### src/rtl/wdog_pkg.sv
package wdog_pkg;
  localparam int SEL_W    = 3;
  localparam int SEL_BASE = 5;
  localparam int CNT_W    = SEL_BASE + (1 << SEL_W);
  localparam int DATA_W   = 8;

  localparam logic [DATA_W-1:0] KEY_FIRST  = 8'hA5;
  localparam logic [DATA_W-1:0] KEY_SECOND = 8'h5A;

  typedef enum logic {
    SRC_OSC  = 1'b0,
    SRC_PCLK = 1'b1
  } wd_src_e;

  function automatic logic [CNT_W-1:0] period_of(input logic [SEL_W-1:0] sel);
    logic [CNT_W-1:0] one;
    one = CNT_W'(1);
    return one << (SEL_BASE + int'(sel));
  endfunction
endpackage

### src/rtl/wdog_feed_seq.sv
module wdog_feed_seq
  import wdog_pkg::*;
#(
  parameter int              AW         = 2,
  parameter logic [AW-1:0]   ADDR_FIRST = 2'd1,
  parameter logic [AW-1:0]   ADDR_SECOND = 2'd2
) (
  input  logic              clk,
  input  logic              rst_n,
  input  logic              wr_en,
  input  logic [AW-1:0]     wr_addr,
  input  logic [DATA_W-1:0] wr_data,
  output logic              feed_ok
);
  logic armed_q, armed_d;
  logic feed_q, feed_d;
  logic hit_first, hit_second;

  assign hit_first  = (wr_addr == ADDR_FIRST)  && (wr_data == KEY_FIRST);
  assign hit_second = (wr_addr == ADDR_SECOND) && (wr_data == KEY_SECOND);

  always_comb begin
    armed_d = armed_q;
    feed_d  = 1'b0;
    if (wr_en) begin
      if (hit_first) begin
        armed_d = 1'b1;
      end else begin
        armed_d = 1'b0;
        feed_d  = armed_q && hit_second;
      end
    end
  end

  always_ff @(posedge clk or negedge rst_n) begin
    if (!rst_n) begin
      armed_q <= 1'b0;
      feed_q  <= 1'b0;
    end else begin
      armed_q <= armed_d;
      feed_q  <= feed_d;
    end
  end

  assign feed_ok = feed_q;


  feed_single_chk: assert property (@(posedge clk) disable iff (!rst_n)
    feed_q |=> !feed_q);


  arm_from_key_chk: assert property (@(posedge clk) disable iff (!rst_n)
    $rose(armed_q) |-> $past(wr_en && wr_addr == ADDR_FIRST && wr_data == KEY_FIRST));


  other_write_disarms_chk: assert property (@(posedge clk) disable iff (!rst_n)
    (wr_en && !(wr_addr == ADDR_FIRST && wr_data == KEY_FIRST)) |=> !armed_q);
endmodule

### src/rtl/wdog_tick_gate.sv
module wdog_tick_gate
  import wdog_pkg::*;
(
  input  logic src_sel,
  input  logic osc_tick,
  input  logic pwr_down,
  output logic cnt_en
);
  wd_src_e src;

  always_comb begin
    src = wd_src_e'(src_sel);
    unique case (src)
      SRC_PCLK: cnt_en = !pwr_down;
      default:  cnt_en = osc_tick;
    endcase
  end
endmodule

### src/rtl/wdog_down_cnt.sv
module wdog_down_cnt
  import wdog_pkg::*;
#(
  parameter logic [SEL_W-1:0] INIT_SEL = '0
) (
  input  logic             clk,
  input  logic             rst_n,
  input  logic             cnt_en,
  input  logic             load,
  input  logic [SEL_W-1:0] sel,
  output logic             expire,
  output logic             flag
);
  logic [CNT_W-1:0] cnt_q, cnt_d, reload;
  logic             exp_q, exp_d;
  logic             flag_q, flag_d;

  assign reload = period_of(sel);

  always_comb begin
    cnt_d  = cnt_q;
    exp_d  = 1'b0;
    flag_d = flag_q;
    if (load) begin
      cnt_d = reload;
    end else if (cnt_en) begin
      if (cnt_q == CNT_W'(1)) begin
        cnt_d  = reload;
        exp_d  = 1'b1;
        flag_d = 1'b1;
      end else begin
        cnt_d = cnt_q - CNT_W'(1);
      end
    end
  end

  always_ff @(posedge clk or negedge rst_n) begin
    if (!rst_n) begin
      cnt_q  <= period_of(INIT_SEL);
      exp_q  <= 1'b0;
      flag_q <= 1'b0;
    end else begin
      cnt_q  <= cnt_d;
      exp_q  <= exp_d;
      flag_q <= flag_d;
    end
  end

  assign expire = exp_q;
  assign flag   = flag_q;


  pulse_width_chk: assert property (@(posedge clk) disable iff (!rst_n)
    exp_q |=> !exp_q);


  flag_sticky_chk: assert property (@(posedge clk) disable iff (!rst_n)
    flag_q |=> flag_q);


  hold_when_idle_chk: assert property (@(posedge clk) disable iff (!rst_n)
    (!cnt_en && !load) |=> $stable(cnt_q));


  reload_value_chk: assert property (@(posedge clk) disable iff (!rst_n)
    load |=> (cnt_q == $past(reload)));


  never_zero_chk: assert property (@(posedge clk) disable iff (!rst_n)
    cnt_q != '0);
endmodule

### src/rtl/wdog_feed_guard.sv
module wdog_feed_guard
  import wdog_pkg::*;
#(
  parameter int               AW          = 2,
  parameter logic [AW-1:0]    ADDR_FIRST  = 2'd1,
  parameter logic [AW-1:0]    ADDR_SECOND = 2'd2,
  parameter logic [SEL_W-1:0] INIT_SEL    = '0
) (
  input  logic              clk,
  input  logic              rst_n,
  input  logic              wr_en,
  input  logic [AW-1:0]     wr_addr,
  input  logic [DATA_W-1:0] wr_data,
  input  logic [SEL_W-1:0]  tmo_sel,
  input  logic              src_sel,
  input  logic              osc_tick,
  input  logic              pwr_down,
  output logic              wdt_rst,
  output logic              tmo_flag
);
  logic sync1_q, sync2_q;
  logic rst_n_i;
  logic feed_ok;
  logic cnt_en;

  always_ff @(posedge clk or negedge rst_n) begin
    if (!rst_n) begin
      sync1_q <= 1'b0;
      sync2_q <= 1'b0;
    end else begin
      sync1_q <= 1'b1;
      sync2_q <= sync1_q;
    end
  end
  assign rst_n_i = sync2_q;

  wdog_feed_seq #(
    .AW          (AW),
    .ADDR_FIRST  (ADDR_FIRST),
    .ADDR_SECOND (ADDR_SECOND)
  ) u_seq (
    .clk     (clk),
    .rst_n   (rst_n_i),
    .wr_en   (wr_en),
    .wr_addr (wr_addr),
    .wr_data (wr_data),
    .feed_ok (feed_ok)
  );

  wdog_tick_gate u_gate (
    .src_sel  (src_sel),
    .osc_tick (osc_tick),
    .pwr_down (pwr_down),
    .cnt_en   (cnt_en)
  );

  wdog_down_cnt #(
    .INIT_SEL (INIT_SEL)
  ) u_cnt (
    .clk    (clk),
    .rst_n  (rst_n_i),
    .cnt_en (cnt_en),
    .load   (feed_ok),
    .sel    (tmo_sel),
    .expire (wdt_rst),
    .flag   (tmo_flag)
  );


  quiet_in_reset_chk: assert property (@(posedge clk)
    !rst_n_i |-> (!wdt_rst && !tmo_flag));


  flag_follows_pulse_chk: assert property (@(posedge clk) disable iff (!rst_n_i)
    wdt_rst |-> tmo_flag);
endmodule

### config.mk
export PLATFORM = sky130hd
export DESIGN_NAME = wdog_feed_guard
export DESIGN_NICKNAME = d
export VERILOG_FILES = /design/src/rtl/wdog_pkg.sv /design/src/rtl/wdog_feed_seq.sv /design/src/rtl/wdog_tick_gate.sv /design/src/rtl/wdog_down_cnt.sv /design/src/rtl/wdog_feed_guard.sv
export SDC_FILE = /design/constraint.sdc
export NUM_CORES = 1
export LEC_CHECK = 0
export ABC_AREA = 0
export BUFFER_PORTS_ARGS = -buffer_cell sky130_fd_sc_hd__buf_4
export CAP_MARGIN = 20
export CORE_MARGIN = 2
export CORE_UTILIZATION = 59
export CTS_CLUSTER_DIAMETER = 80
export DETAILED_ROUTE_END_ITERATION = 6
export PLACE_DENSITY = 0.83
export SYNTH_ARGS = -nofsm -noshare
export SYNTH_HDL_FRONTEND = slang
export SYNTH_HIERARCHICAL = 1
export SYNTH_SLANG_ARGS = --single-unit
### constraint.sdc
create_clock -name clk -period 1.53 [get_ports clk]
set_input_delay 0.0765 -clock clk [delete_from_list [all_inputs] [get_ports clk]]
set_output_delay 0.0765 -clock clk [all_outputs]
set_load 0.005 [all_outputs]
After elaboration in Yosys (flattened, before gate mapping)
Index checks and enable logic that the tools add are counted.
{"block": "op_classes", "n_eq_ne": 5, "addsub": 2, "bitwise_logic": 1, "n_mux": 10, "mul": 0, "shift": 1, "n_div": 0, "reduce_logical": 6, "order_cmp": 0}
{"op": "2-to-1 mux 13 bit", "n": 3}
{"op": "left shift 1 x 32 -> 13 bit, first input constant", "n": 1}
{"op": "== test 13 x 1 -> 1 bit, second input constant", "n": 1}
{"op": "subtractor 13 x 1 -> 13 bit, second input constant", "n": 1}
{"op": "== test 8 x 7 -> 1 bit, second input constant", "n": 1}
{"op": "== test 8 bit, second input constant", "n": 1}
{"op": "2-to-1 mux 1 bit", "n": 7}
{"op": "adder 3 x 3 -> 4 bit, first input constant", "n": 1}
{"op": "logical AND 1 bit", "n": 3}
{"op": "AND reduction 3 bit", "n": 1}
{"op": "== test 2 x 1 -> 1 bit, second input constant", "n": 1}
{"op": "== test 2 bit, second input constant", "n": 1}
{"op": "nonzero test 2 bit", "n": 1}
{"op": "zero test 1 bit", "n": 1}
{"op": "inverter 1 bit", "n": 1}
{"block": "word_totals", "ram_bits": 0, "latch_bits": 0, "memories": 0, "in_bits": 19, "reg_bits": 19, "output_inout_bits": 2, "mem_bits_ro": 0}

Longest topological paths before layout
{"block": "logic_depth", "depth_word": 5, "ltp_mapped": 6, "mapped_depth_nobuf": 6}

Cells and area by module
The synthesis kept the hierarchy.
{"mod": "wdog_down_cnt", "seq_area_each_um2": 376.6, "area_per_inst_um2": 1018.5, "instances": 1, "cells_per_inst": 115}
{"mod": "wdog_feed_seq", "seq_area_each_um2": 50.0, "area_per_inst_um2": 130.1, "instances": 1, "cells_per_inst": 12}
{"mod": "wdog_feed_guard", "seq_area_each_um2": 50.0, "area_per_inst_um2": 53.8, "instances": 1, "cells_per_inst": 3}
{"mod": "wdog_tick_gate", "seq_area_each_um2": 0.0, "area_per_inst_um2": 13.8, "instances": 1, "cells_per_inst": 2}

Least setup slack after synthesis
No wires, ideal clock.
{"block": "synth_path", "path_type": "flip-flop to flip-flop", "start": "register u_cnt.cnt_q[3]", "end": "register u_cnt.cnt_q[9]", "period_less_slack_ns": 1.995, "required_ns": 1.454, "setup_slack_ns": -0.465, "t_arrival_ns": 1.919, "stages_incl_launch_ff": 6, "path_cell_list": "dfrtp_1 or4_4 buf_6 or4_4 o221a_1 o21ai_1"}
{"block": "synth_via", "elab_chain_cells": 4, "word_cells_on_any_way": 5}
{"element": "start, declared", "line_no": "wdog_down_cnt.sv:14", "text": "logic [CNT_W-1:0] cnt_q, cnt_d, reload;"}
{"element": "start signal, assigned", "line_no": "wdog_down_cnt.sv:39", "text": "cnt_q <= period_of(INIT_SEL);"}
{"element": "start signal, assigned", "line_no": "wdog_down_cnt.sv:43", "text": "cnt_q <= cnt_d;"}
{"element": "subtractor 13 x 1 -> 13 bit / == test 13 x 1 -> 1 bit (equally long branches)", "line_no": "wdog_down_cnt.sv:32, wdog_down_cnt.sv:27"}
{"element": "2-to-1 mux 13 bit *", "line_no": "wdog_down_cnt.sv:27", "text": "if (cnt_q == CNT_W'(1)) begin"}
{"element": "2-to-1 mux 13 bit *", "line_no": "wdog_down_cnt.sv:26", "text": "end else if (cnt_en) begin"}
{"element": "2-to-1 mux 13 bit *", "line_no": "wdog_down_cnt.sv:24", "text": "if (load) begin"}
Mark *: on every way between the ends. The rest lies on a longest branch, timed or not. The select of a mux whose other input is x is not followed.
A chain may end at the register's enable or synchronous reset.

Worst setup path after layout
{"block": "layout_path", "start": "register u_cnt.cnt_q[5]", "end": "register u_cnt.cnt_q[9]"}
Same word-level chain as after synthesis.

==> reports/qor.txt <==
HP Start - tmo_sel[0]
Seq/Total Area, Yosys - 39.20%
Tightest Hold Check Type - primary input to register
Top FF cell, synth - dfrtp_1
Combinational family with the most area after synthesis - simple AND/OR/NAND/NOR gates
Netlist Area Pre-Place - 1216 um2
CP top delay family - simple AND/OR/NAND/NOR gates
#FFs+latches synth - 19
Seq pwr share - 31.5%
Tcrit/Tclk final - 126.7%
Number of synthesized flops with an enable pin - 0
Fin area - 1788 um2
Post-synthesis xor/xnor area fraction - 0.7202%
Fmax - 515.8 MHz
Worst slack, placed - -0.4331 ns
Final Hold Vio Count - 0
Post-route setup slack - -0.4086 ns
Max_slew headroom - 50.00%
Hold path endpoint - u_cnt/cnt_q[11]$_DFFE_PN0P_
N_diodes - 0
Switch share - 40.49%
Worst hold slack - 0.01265 ns
Worst Max-Slew Pin Slew - 0.7500 ns
Vias per inst - 6.516
R2R cell count - 4
Max-slew violations - 0
IO Port Bufs - 20
CTS Buf Count - 3
Cell count after synthesis - 132
First-pass GRT wire length - 6361 um
Tot GR Track Use - 34.84%
Cell variety after synth - 49
Startpoint types - register
Compound-Gate Fraction of Synth Area - 14.51%
Die footprint - 2440 um2
Final setup viols - 15
Largest net degree at the start of global routing - 18
GRT overflow - 0
Tmin final - 1.939 ns
Clock Sinks - 19
Layout area overhead - 47.02%
Min-Delay Path Depth - 2
Max-cap viol count - 0
H-tree depth - 1
Clock power share - 12.1%
Root Driver - clkbuf_4
Combinational share of power - 56.4%
Status - finished with violations
Yosys synthesis warning count - 6
Leakage power - 0.0007807 uW
Vias - 1,388
Critical-path top delay cell - or4_4
Clock Pin Slew Worst Setup and Hold Paths - 0.13 ns
CTS tree - done
Slowest stage delay, CP - 0.60 ns
Yosys top cell area share - 37.04%
Worst Path Required - 1.72 ns
Die H - 49.40 um
Die width - 49.40 um
# DRC - 0
Most numerous cell on the critical path - or4_4
Area leader, netlist - dfrtp_1
Failing checks - setup timing
Power Dens Cells - 1291 nW/um2
Antenna violations before repair - 0
Nets - 208
P_int - 1373 uW
Drt initial violations - 98
CP Class - register to register
Async set or reset register ratio after synthesis - 100.0%
WL/cell - 19.81 um
CP bufs+invs - 0
DP Area - 1663 um2
Clock buffer depth - 2
Share of cells above drive strength 1 - 44.09%
Terminus of the critical flop-to-flop path - u_cnt/cnt_q[9]$_DFFE_PN0P_
Routed wire length - 4219 um
Global placement routability congestion - 1.055
Clock Skew - 0.01432 ns
CP Cell Sequence - or4_4 > or4_4 > a21boi_0 > o21ai_1
Std-Cell Core Area - 1962 um2
Synth area leaders - dfrtp_1 (37%), nand2_1 (3.7%), or3_1 (3.1%), nor2_1 (2.8%), a21oi_1 (2.5%)
RSZ-0062 raised after global routing - yes
Vias in the first global route - 1,344
Post-synthesis simple-gate area fraction - 35.80%
Post-synthesis adder-cell area fraction - 2.058%
FP Rows - 16
Synthesized Nets - 153
Peak VDD IR - 1.053 mV
Switching power total - 934.5 uW
CP arrival - 2.13 ns
Initial Util - 61.99%
Worst r2r src - u_cnt/cnt_q[5]$_DFFE_PN1P_
Multiplexer area fraction after synthesis - 3.395%
Syn_area_per_cell - 9.213 um2
Post-route ant nets - 0
Top Ports - 21
Latest clock arrival within the worst-skew pair - 0.31 ns
FILL cells - 85
R2R setup slack - -0.41 ns
Drt first pass iters - 5
Crit-path max FO - 5
Setup crit end kind - register
DP HPWL - 2864 um
## worst max-delay path by stage
stage	start	slack [ns]	cells past startpoint	endpoint
after floorplan	u_cnt/cnt_q[3]$_DFFE_PN0P_	-0.36	5	u_cnt/cnt_q[9]$_DFFE_PN0P_
final	u_cnt/cnt_q[5]$_DFFE_PN1P_	-0.41	4	u_cnt/cnt_q[9]$_DFFE_PN0P_
after CTS	u_cnt/cnt_q[3]$_DFFE_PN0P_	-0.37	4	u_cnt/cnt_q[9]$_DFFE_PN0P_
after global routing	u_cnt/cnt_q[5]$_DFFE_PN1P_	-0.44	4	u_cnt/cnt_q[9]$_DFFE_PN0P_
after detailed placement	u_cnt/cnt_q[3]$_DFFE_PN0P_	-0.43	5	u_cnt/cnt_q[12]$_DFFE_PN0P_
after global placement	u_cnt/cnt_q[3]$_DFFE_PN0P_	-0.38	5	u_cnt/cnt_q[12]$_DFFE_PN0P_
## layout make-up
cell class                      count  area (um2)  share of cell area [%]
Sequential cell                    19       476.7                   26.66
Multi-Input combinational cell    102       798.3                   44.65
Clock inverter                      1       7.507                  0.4199
Tap cell                           27       33.78                   1.889
Clock buffer                        3       22.52                   1.260
Timing Repair Buffer               54       422.9                   23.65
Inverter                            7       26.28                   1.470
## state kept, by name, indices dropped and copies added (netlist names)
register	flops
u_cnt/cnt_q	13
u_seq/feed_ok	1
u_seq/armed_q	1
sync1_q	1
u_cnt/flag	1
u_cnt/expire	1
rst_n_i	1
## power by group through the flow
stage | Sequential, uW | Clock (uW) | Combinational (uW)
floorplan | 778 | 0 | 512
global placement | 730 | 0 | 1070
detailed placement | 734 | 0 | 1130
CTS | 724 | 276 | 1200
global route | 740 | 295 | 1380
finish | 727 | 279 | 1300
## synth_stat cells, types with 3 or more instances
library cell	number
mux2i_1	3
nor4_1	4
nand4_1	3
clkbuf_1	3
dfrtp_1	18
nor2_1	9
nor2b_1	3
or3_1	6
inv_1	7
nor3_1	4
nor4b_1	3
o21ai_0	4
nor3b_1	3
nand2_1	12
nand3_1	3
a21oi_1	6
## cells by family (layout without fill, tap and decap cells)
family,Yosys count,in the layout
AOI/OAI and AO/OA,25,25
xor gates and xnor gates,1,1
adders and majority gates,2,2
buffers and inverters,11,65
DFF,19,19
muxes,4,4
other,1,1
and+or+nand+nor,69,69
## per-layer routing
metal / track usage [%] / wire (um)
met5: 0 / 0
met4: 10.19 / 230
met3: 5.828 / 386
met2: 63.29 / 2069
met1: 42.03 / 1533
## metrics by stage
step | util, % | instances | power, uW | TNS, ns
4_1_cts | 89.92 | 213 | 2198 | -4.470
2_1_floorplan | - | 132 | 1289 | -3.010
3_3_place_gp | 84.76 | 206 | 1800 | -3.480
3_5_place_dp | 84.76 | 206 | 1868 | -4.306
5_1_grt | 91.14 | 213 | 2410 | -5.120
6_report | 91.14 | 213 | 2308 | -4.697
## placed cells by master (no fill, tap or decap), drive strengths merged, types with 2 or more instances in the layout
cell,n
a21oi,6
buf,52
clkbuf,3
dfrtp,18
dlygate4sd3,2
ha,2
inv,7
mux2i,3
nand2,12
nand2b,2
nand3,3
nand3b,2
nand4,3
nand4bb,2
nor2,9
nor2b,3
nor3,5
nor3b,3
nor4,6
nor4b,3
o21ai,5
o41ai,2
or2,2
or3,6
or4,3
## what timing repair did
item | 4_1_cts | 5_1_grt
buffers inserted | 1 | 0
pin swaps | 5 | 4
hold endpoints to repair | 3 | 0
cloned | 0 | 0
hold buffers | 2 | 0
resized for setup | 11 | 4
endpoints found under the setup margin | 15 | 15
## worst reg2reg max path, delay by kind of cell, from the launching register on
kind | cells | cell delay (ns)
flops | 1 | 0.39
compound gates | 2 | 0.35
simple gates | 2 | 1.09
No activity file was read; power rests on OpenSTA's default activity.
